<file path="src/rtl/skip_add16.sv">
module skip_add16 #(
  parameter int N  = 16,
  parameter int GW = 3
) (
  input  logic [N-1:0] a,
  input  logic [N-1:0] b,
  input  logic         cin,
  output logic [N-1:0] sum,
  output logic         cout
);
  localparam int NG = N / GW;
  localparam int LW = N - (NG - 1) * GW;

  logic [N-1:0] p, g;
  logic [NG:0]  gc;

  assign p = a ^ b;
  assign g = a & b;

  always_comb begin
    int   lo, w;
    logic c, allp;
    sum   = '0;
    gc    = '0;
    gc[0] = cin;
    for (int k = 0; k < NG; k++) begin
      lo   = k * GW;
      w    = (k == NG - 1) ? LW : GW;
      c    = gc[k];
      allp = 1'b1;
      for (int j = 0; j < w; j++) begin
        sum[lo+j] = p[lo+j] ^ c;
        c         = g[lo+j] | (p[lo+j] & c);
        allp      = allp & p[lo+j];
      end
      if (k > 0 && k < NG - 1) gc[k+1] = c | (allp & gc[k]);
      else                     gc[k+1] = c;
    end
  end

  assign cout = gc[NG];
endmodule

</file>
<file path="config.mk">
export PLATFORM = sky130hd
export DESIGN_NAME = skip_add16
export DESIGN_NICKNAME = d
export VERILOG_FILES = /design/src/rtl/skip_add16.sv
export SDC_FILE = /design/constraint.sdc
export NUM_CORES = 1
export LEC_CHECK = 0
export BUFFER_PORTS_ARGS = -buffer_cell sky130_fd_sc_hd__buf_2
export CORE_AREA = 3 3 40 42
export DETAILED_ROUTE_END_ITERATION = 16
export DIE_AREA = 0 0 43 45
export MAX_ROUTING_LAYER = met4
export PLACE_DENSITY = 0.82
export SETUP_SLACK_MARGIN = 0.05
export SYNTH_ARGS = -nofsm -noshare
export SYNTH_HDL_FRONTEND = slang
export SYNTH_SLANG_ARGS = --single-unit
</file>
<file path="constraint.sdc">
create_clock -name vclk -period 28.7
set_input_delay 5.74 -clock vclk [all_inputs]
set_output_delay 5.74 -clock vclk [all_outputs]
set_load 0.05 [all_outputs]
</file>
==> qor.json <==
{
  "run_status": {
    "status": "complete, no violations"
  },
  "yosys": {
    "synth_area_per_cell_um2": 12.60,
    "netlist_top_cells_count": "16 x fa_1, 11 x inv_1, 9 x ha_1",
    "synth_area_leaders": "fa_1 61%, ha_1 21%, inv_1 7.8%",
    "synthDominantCellAreaShare": 0.6052,
    "syn-instance-count": 42,
    "synth_adder_area_share": 0.8180,
    "yosys.area_share.simple": 0.01891,
    "synth_sequential_area_ratio": 0,
    "main_combinational_cell_family_by_area_after_synthesis": "adder cells",
    "multiplexer_share_of_the_synthesized_area": 0,
    "synth_compound_area_frac": 0.08511,
    "synthDistinctLibCells": 8,
    "synth-xor-area-share": 0,
    "cell_taking_the_most_area_after_synthesis": "fa_1",
    "synth_most_common_cell": "fa_1",
    "mappedNetlistArea_um2": 529.3,
    "synth-warning-count": 0,
    "syn_nets": 100
  },
  "floorplanning": {
    "floorplan.initialDensity": 0.4119,
    "io-pin-count": 50,
    "core.rowCount": 13,
    "placeable_core_region_um2": 1285,
    "die-area_um2": 1935,
    "die_y_um": 45,
    "dieWidth_um": 43
  },
  "global_routing": {
    "first_global_vias": 553,
    "grtUsageTotal": 0.1374,
    "grt_first_pass_wirelength_um": 2035,
    "globalRoute.totalOverflow": 0,
    "grt_start_max_net_pins": 4,
    "grt_antenna_before_repair": 0
  },
  "place": {
    "detailedPlacementHpwl_um": 1188,
    "dpl-instance-area_um2": 798.3,
    "gp_congestion": 0.7185,
    "buffer_ports.inserted": 50,
    "post-place-cells": 107
  },
  "route": {
    "via_count": 497,
    "antenna_violating_nets_post_route": 0,
    "initialDrtViolationCount": 4,
    "routed_wire_length_per_instance_um": 11.55,
    "drc": 0,
    "routed_via_density": 4.645,
    "drt-total-wl_um": 1236,
    "dr.pass1.iters": 4
  },
  "min_path": {
    "min_path_type": "in -> out"
  },
  "sta": {
    "worst-slew-pin-transition_ns": 0.2557,
    "timing.slew.headroom": 0.8307,
    "setup_repair_after_global_routing_missed_its_margin": "false",
    "finalHoldViolations": 0,
    "maxSlewViolCount": 0,
    "timing.fmax_ghz": 0.05269,
    "finalCritPeriodShare": 0.6612,
    "setup_viol": 0,
    "post-route-min-period_ns": 18.98,
    "setup_tns_ns": 0
  },
  "final_layout": {
    "layout_cell_share_with_drive_strength_beyond_1": 0.5652,
    "fin_area_um2": 798.3,
    "final_nets": 152,
    "seq_cell_count": 0,
    "final.clkbuf_count": 0,
    "final_cells": 107,
    "area_growth_pct": 50.83,
    "antenna-diode-count": 0,
    "multiInputGateArea_um2": 488.0,
    "fillers": 116,
    "ff_latch_area_um2": 0
  },
  "worst_setup_path": {
    "timing.setup.critical_path_class": "in -> out",
    "worstPathMaxFanout": 3,
    "critical-path-slowest-cell": "fa_1",
    "crit_family": "adder cells",
    "cp.arrival_ns": 13.24,
    "setup.worst_path.end_class": "output port",
    "max_incr_delay_on_cp_ns": 0.42,
    "critPathRequiredTime_ns": 22.96,
    "path_common_cell": "fa_1",
    "crit_path_start_kind": "primary input",
    "worst-path-buf-inv": 7
  },
  "run": {
    "maxCapViolCount": 0
  },
  "clock_network": {
    "cts_hold_repair.buffers": 0,
    "cts_setup_buffers": 0,
    "cts-resized-gates": 0
  },
  "power_and_ir_drop": {
    "cellLeakagePower_nw": 0.4512,
    "post-layout-total-power_w": 0.00003299,
    "peakVddDrop_mv": 0.01832,
    "power_per_cell_area_nw_per_um2": 41.33
  }
}
[through the flow]
step / setup WS, ns / util / hold slack, ns
after floorplan: 10.16 / - / 11.86
after global placement: 9.817 / 0.6212 / 11.97
after detailed placement: 9.680 / 0.6212 / 11.97
after CTS: 9.656 / 0.6212 / 11.97
after global routing: 9.394 / 0.6212 / 11.98
final: 9.723 / 0.6212 / 11.96
[report_power, final]
| group | switching [W] | internal, W | total (W) |
|---|---|---|---|
| logic | 0.0000246 | 0.00000835 | 0.0000330 |
| registers | 0 | 0 | 0 |
| clock network | 0 | 0 | 0 |
| total | 0.0000246 | 0.00000835 | 0.0000330 |
[routing by layer]
metal | up-vias | global-route usage | wire length (um) | share of wire
li1 | 227 | - | - | -
met1 | 227 | 0.1480 | 435 | 0.35
met2 | 43 | 0.2754 | 604 | 0.49
met3 | 0 | 0.02789 | 196 | 0.16
met4 | 0 | 0 | 0 | 0
met5 | - | - | 0 | 0
[worst min-delay path: stages]
cell and delay, ns:
buf_2 0.09, fa_1 0.14, buf_2 0.25
[worst paths after layout]
| kind | from | end | slack (ns) | cells past startpoint |
|---|---|---|---|---|
| worst max-delay path | a[0] | sum[15] | 9.72 | 27 |
| worst min-delay path | b[13] | sum[13] | 11.96 | 3 |
[logic make-up after synthesis]
group,Yosys count
and+or+nand+nor,2
adders and majority gates,25
buffers and inverters,11
AOI/OAI and AO/OA,4
[cells in the final DEF (no fill, tap or decap)]
cell type / instances
buf_2: 50
o31ai_2: 1
a41oi_2: 1
fa_1: 16
o21bai_1: 1
a41oi_1: 1
nand3_1: 2
inv_1: 11
ha_1: 9
[final cells by class]
cell class	instances	share of cell area
inverter	11	0.05172
multi-input combinational	31	0.6113
tap	15	0.02351
timing repair buffer	50	0.3135
(Power assumes the default switching activity.)
